===== src/rtl/nand_cmd_addr_seq.sv =====
module nand_cmd_addr_seq #(
  parameter int ROW_W = 17,
  parameter int PAGES = 32768
) (
  input  logic                 clk,
  input  logic                 rst_n,
  input  logic                 req_valid,
  output logic                 req_ready,
  input  logic [ROW_W+8:0]     req_addr,
  output logic                 done,
  output logic                 err,
  output logic                 ce_n,
  output logic                 cmd_latch,
  output logic                 addr_latch,
  output logic                 we_n,
  output logic [7:0]           dq
);
  localparam int AW = ROW_W + 9;

  logic        busy, ph;
  logic [1:0]  cyc;
  logic [23:0] a;
  logic        done_q, err_q;

  wire [ROW_W-1:0] row = req_addr[AW-1:9];
  wire bad  = {1'b0, row} >= (ROW_W+1)'(PAGES);
  wire take = req_valid && !busy;

  always_ff @(posedge clk) begin
    if (!rst_n) begin
      busy <= 1'b0; ph <= 1'b0; cyc <= 2'd0; a <= '0;
      done_q <= 1'b0; err_q <= 1'b0;
    end else begin
      done_q <= 1'b0;
      err_q  <= 1'b0;
      if (busy) begin
        if (ph) begin
          ph  <= 1'b0;
          cyc <= cyc + 2'd1;
          if (cyc == 2'd3) begin
            busy   <= 1'b0;
            done_q <= 1'b1;
          end
        end else begin
          ph <= 1'b1;
        end
      end else if (take) begin
        if (bad) begin
          err_q <= 1'b1;
        end else begin
          busy <= 1'b1;
          ph   <= 1'b0;
          cyc  <= 2'd0;
          a    <= req_addr[23:0];
        end
      end
    end
  end

  always_comb begin
    case (cyc)
      2'd0:    dq = {7'b0, a[8]};
      2'd1:    dq = a[7:0];
      2'd2:    dq = a[16:9];
      default: dq = {1'b0, a[23:17]};
    endcase
  end

  assign req_ready  = !busy;
  assign ce_n       = !busy;
  assign we_n       = !(busy && !ph);
  assign cmd_latch  = busy && (cyc == 2'd0);
  assign addr_latch = busy && (cyc != 2'd0);
  assign done       = done_q;
  assign err        = err_q;

  a_r1_latch_excl: assert property (@(posedge clk) disable iff (!rst_n)
    !(cmd_latch && addr_latch));

  a_r5_hold_on_strobe: assert property (@(posedge clk) disable iff (!rst_n)
    ($rose(we_n) && !ce_n) |-> ($stable(dq) && $stable(cmd_latch) && $stable(addr_latch)));

  a_r6_done_after_last: assert property (@(posedge clk) disable iff (!rst_n)
    done |-> ($past(addr_latch) && $past(we_n) && ce_n));

  a_r7_err_quiet: assert property (@(posedge clk) disable iff (!rst_n)
    err |-> (ce_n && we_n && !done && !$past(busy)));

  a_r8_busy_not_ready: assert property (@(posedge clk) disable iff (!rst_n)
    !ce_n |-> !req_ready);

  a_r4_top_bit_low: assert property (@(posedge clk) disable iff (!rst_n)
    (addr_latch && $past(addr_latch) && $past(addr_latch, 2) && $past(addr_latch, 3)
     && !we_n) |-> !dq[7]);
endmodule


===== config.mk =====
export PLATFORM = sky130hd
export DESIGN_NAME = nand_cmd_addr_seq
export DESIGN_NICKNAME = d
export VERILOG_FILES = /design/src/rtl/nand_cmd_addr_seq.sv
export SDC_FILE = /design/constraint.sdc
export NUM_CORES = 1
export LEC_CHECK = 0
export BUFFER_PORTS_ARGS = -buffer_cell sky130_fd_sc_hd__buf_2
export CAP_MARGIN = 10
export CORE_MARGIN = 2
export CORE_UTILIZATION = 50
export DETAILED_ROUTE_END_ITERATION = 6
export PLACE_DENSITY_LB_ADDON = 0.2
export SETUP_SLACK_MARGIN = 0.2
export SYNTH_ARGS = -nofsm -noshare
export SYNTH_HDL_FRONTEND = slang
export SYNTH_SLANG_ARGS = --single-unit

===== constraint.sdc =====
create_clock -name clk -period 1.8 [get_ports clk]
set_input_delay 0.27 -clock clk [delete_from_list [all_inputs] [get_ports clk]]
set_output_delay 0.27 -clock clk [all_outputs]
set_load 0.02 [all_outputs]

# Word-level counts from Yosys, hierarchy flattened
# Cells that the tools add are included.
dict set report classes {
  n_addsub 1
  magnitude_cmp 1
  n_eq_ne 5
  n_bitwise 4
  reduce_logical 15
  mux 16
}
# op n
set op_table {}
lappend op_table {{8-bit case mux with 3 select lines} 1}
lappend op_table {{17-bit by 16-bit >= comparator with 1-bit output (second input constant)} 1}
lappend op_table {{1-bit 2-to-1 mux} 11}
lappend op_table {{3-bit AND reduction} 3}
lappend op_table {{2-bit 2-to-1 mux} 4}
lappend op_table {{2-bit equality test (second input constant)} 2}
lappend op_table {{1-bit logical AND} 4}
lappend op_table {{1-bit inverter} 4}
lappend op_table {{2-bit nonzero test} 2}
lappend op_table {{1-bit logical NOT} 3}
lappend op_table {{3-bit OR reduction} 1}
lappend op_table {{2-bit by 1-bit adder with 2-bit output (second input constant)} 1}
lappend op_table {{2-bit by 1-bit equality test with 1-bit output (second input constant)} 1}
lappend op_table {{2-bit logical NOT} 1}
lappend op_table {{2-bit by 1-bit != test with 1-bit output (second input constant)} 1}
lappend op_table {{2-bit != test (second input constant)} 1}
lappend op_table {{2-bit AND reduction} 1}
dict set report word_totals {
  ff_bits 30
}

# Depth between registers and ports, before layout
dict set report logic_depth {
  ltp_word 4
  depth_mapped 5
}

# Least setup slack after synthesis
# OpenSTA, ideal clock, no wires.
dict set report synth_path {
  path_type {reg-to-output}
  startpoint {reg cyc[1]}
  endpoint {out dq[1]}
  n_path_buf 1
  stages_incl_launch_ff 6
  t_arrival_ns 1.350
  path_slack_ns 0.180
  required_time_ns 1.530
  path_cell_list {dfxtp_1 -> inv_1 -> ha_1 -> clkbuf_1 -> a22oi_1 -> o21ai_0}
}
dict set report synth_between {
  elab_chain_len 2
  word_cells_on_any_way 4
  cone_classes {eq/ne: 2; mux: 1; reduce/logical: 1}
}
# element line_no
set synth_rtl {}
lappend synth_rtl {{start: declaration} 21} ;# logic [1:0] cyc;
lappend synth_rtl {{start signal: assignment} 39} ;# cyc <= cyc + 2'd1;
lappend synth_rtl {{2-bit equality test (tied with other cells)} 61} ;# case (cyc)
lappend synth_rtl {{8-bit case mux with 3 select lines (*)} 61}
lappend synth_rtl {{end: declaration} 16} ;# output logic [7:0] dq
# Every way passes the cells marked *; elsewhere a longest branch is shown, timed or not.

# Worst setup path after layout
dict set report layout_path {
  startpoint {reg cyc[1]}
  endpoint {out dq[0]}
}
# Same word-level chain as after synthesis.

==> summary.md <==
| Metric | Value |
|---|---|
| Hold buffer count at CTS | 0 |
| Largest net degree at the start of global routing | 40 |
| Final number of setup-violating endpoints | 5 |
| CP max FO | 3 |
| Worst slack, placed | between 0.1 and 0.15 ns |
| Syn. warnings | 0 |
| Gr usage total | 21.4% |
| Total CTS buffers | 5 |
| Clk Latency, worst-skew pair | 0.33 ns |
| Final GP Congestion | 0.810 |
| Final nets | around 240 |
| Worst EP arrival | about 1.7 ns |
| Worst ir drop on vdd | between 500 and 600 uV |
| Num rows | 19 |
| Fmax | about 0.5 GHz |
| Crit start category | flop |
| PwrDens | ~680 nW/um^2 |
| PnR worst setup slack | -0.156 ns |
| Residual DRC | 0 |
| DR WL/cell | 14.3 um |
| Number of global-route vias before repair | roughly 1200 |
| CP Capture Type | output pin |
| Final critical-path share of the clock period | 109% |
| Seq cells post-synth | 30 |
| Most frequent cells in the layout | nand2_1, buf_2, dfxtp_1 |
| Leakage | 0.000777 uW |
| Hold WS | 0.167 ns |
| Unrepaired setup endpoints after global routing | true |
| Failing checks | setup timing |
| MaxCap Viol Count | 0 |
| Max Root-Sink Buffers | 2 |
| Final antenna-violating net count | 0 |
| Die ar. | approximately 3400 um^2 |
| Clk_skew | ~0.004 ns |
| Cell Area, Synth | ~1500 um^2 |
| Vias/cell | approximately 5.3 |
| Status | finished with violations |
| Yosys cell types | 28 |
| Clock root buffer | clkbuf_4 |
| Total core area | approximately 2800 um^2 |
| WP data required | 1.53 ns |
| Area growth, synth to finish | 29.0% |
| Min-Delay Path Class | in2reg |
| Design Area, Final | roughly 1900 um^2 |
| Die height | 58.0 um |
| Setup CP Type | reg2out |
| I/O pin count | 44 |
| Chip width | about 58 um |
| Starting Density | a little over half |
| Initial DRC Count | 67 |
| Initial antenna violation count | 0 |
| Total Power | 1280 uW |
| Mapped Nets | between 150 and 200 |
| Total wire length | 3460 um |
| TritonCTS Sinks | 30 |
| Sequential share of the synthesized area | 41.2% |
| Commonest non-fill, non-tap cell in the layout | nand2_1 |
| Final Slew Violations | 0 |
| First-pass GRT wire length | 5420 um |
| Synth Area per Inst | a little under 9 um^2 |
| Vias | approximately 1300 |
| FILL cells | 220 |
| Hold Fails Final Rpt | 0 |
| Detail Placement HPWL | between 2000 and 2500 um |
| Post-place instance area | 1650 um^2 |
| CTS tree | yes |
| H-tree depth | 2 |
| Clock transition at the registers of the reported paths | roughly 0.10 ns |
| DRT Pass-1 Iters | 4 |
| Slew @ Worst Pin | between 0.4 and 0.5 ns |
| Cell count after synthesis | 163 |
| Slew margin rel. | a little over two thirds |
| Fraction of layout cells with a size suffix above 1 | between 30% and 40% |
| Grt total ovfl | 0 |
| I/O Buffers | 43 |
| Ant. Diodes | 0 |
| Fin crit period | 1.96 ns |
-- worst max-delay path, stage by stage, from the launching register on --
cell,delay [ns]
dfxtp_4,0.39
inv_4,0.05
ha_4,0.15
a222oi_1,0.44
mux2i_1,0.13
buf_4,0.18
-- sequential cells by signal, summed over array words and instances, names as in the netlist --
name	cells
busy	1
err	1
ph	1
done	1
cyc	2
a	24
-- layer usage --
layer / GRT usage (%) / share of wire, % / vias up / wire length, um
li1: - / - / 642 / -
met1: 26.8 / 45 / 598 / 1550
met2: 35.4 / 48 / 36 / 1680
met3: 6.03 / 5.4 / 6 / 186
met4: 6.98 / 1.2 / 0 / 42
met5: 0 / 0 / - / 0
-- power breakdown --
part           internal, uW  leakage (uW)  switching (uW)
clock                   187     0.0000343             246
sequential              685      0.000245            17.9
combinational          70.4      0.000497            74.2
total                   943      0.000777             339
-- per-stage QoR --
| step | TNS (ns) | utilization (%) | instances |
|---|---|---|---|
| final | -0.219 | 68.1 | 242 |
| after global routing | -0.844 | 68.1 | 242 |
| after CTS | -0.175 | 67.1 | 240 |
| after detailed placement | 0 | 59.9 | 226 |
| after global placement | 0 | 59.9 | 226 |
| after floorplan | 0 | - | 163 |
-- cell usage after synthesis, drive strengths merged --
master | number | share of area (%)
a21boi | 1 | 0.52
a222oi | 1 | 0.69
a22oi | 7 | 3.6
and2 | 2 | 1.0
and3 | 1 | 0.43
buf | 8 | 5.8
clkbuf | 6 | 1.5
dfxtp | 30 | 41
ha | 4 | 3.4
inv | 5 | 1.3
mux2i | 25 | 17
nand2 | 55 | 14
nand4 | 1 | 0.43
nand4b | 1 | 0.60
nor2 | 2 | 0.52
nor3 | 1 | 0.34
nor4b | 1 | 1.6
o2111a | 1 | 0.77
o21a | 1 | 0.52
o21ai | 6 | 2.1
o31ai | 1 | 0.52
o41ai | 1 | 0.60
or2b | 1 | 0.52
xnor2 | 1 | 0.60
-- final timing paths --
| path | start | endpoint | slack, ns | depth (start not counted) |
|---|---|---|---|---|
| worst max-delay path | cyc[1]$_SDFFE_PN0P_ | dq[0] | -0.16 | 5 |
| worst min-delay path | req_addr[8] | a[8]$_SDFFE_PN0P_ | 0.17 | 3 |
| worst max register to register | busy$_SDFF_PN0_ | a[7]$_SDFFE_PN0P_ | 0.54 | 3 |
| worst min register to register | a[20]$_SDFFE_PN0P_ | a[20]$_SDFFE_PN0P_ | 0.47 | 2 |
-- kinds of logic (layout without fill, tap and decap cells) --
logic type,Yosys count,after routing,share of synthesized area [%]
XOR/XNOR,1,1,0.601
flip-flops,30,30,41.2
AO/OA/AOI/OAI,19,19,9.28
multiplexers,25,25,17.2
buffers and inverters,19,67,8.59
adder cells (fa/ha/maj),4,4,3.44
AND/OR/NAND/NOR,65,65,19.7
-- repair_timing --
| item | 4_1_cts | 5_1_grt |
|---|---|---|
| endpoints found under the setup margin | 10 | 11 |
| gates resized for setup | 26 | 4 |
| pin swaps | 6 | 4 |
| buffers inserted | 6 | 2 |
-- area by class of cell --
cell class,instances,area [um^2],area share [%]
clock buffers,6,51.3,2.73
clock inverters,2,12.5,0.666
inverters,5,21.3,1.13
multi-input cells,114,790,42.0
flip-flops and latches,30,607,32.3
well taps,31,38.8,2.07
repair buffers,54,358,19.1
Note: power is estimated with default switching activity, not from simulation.
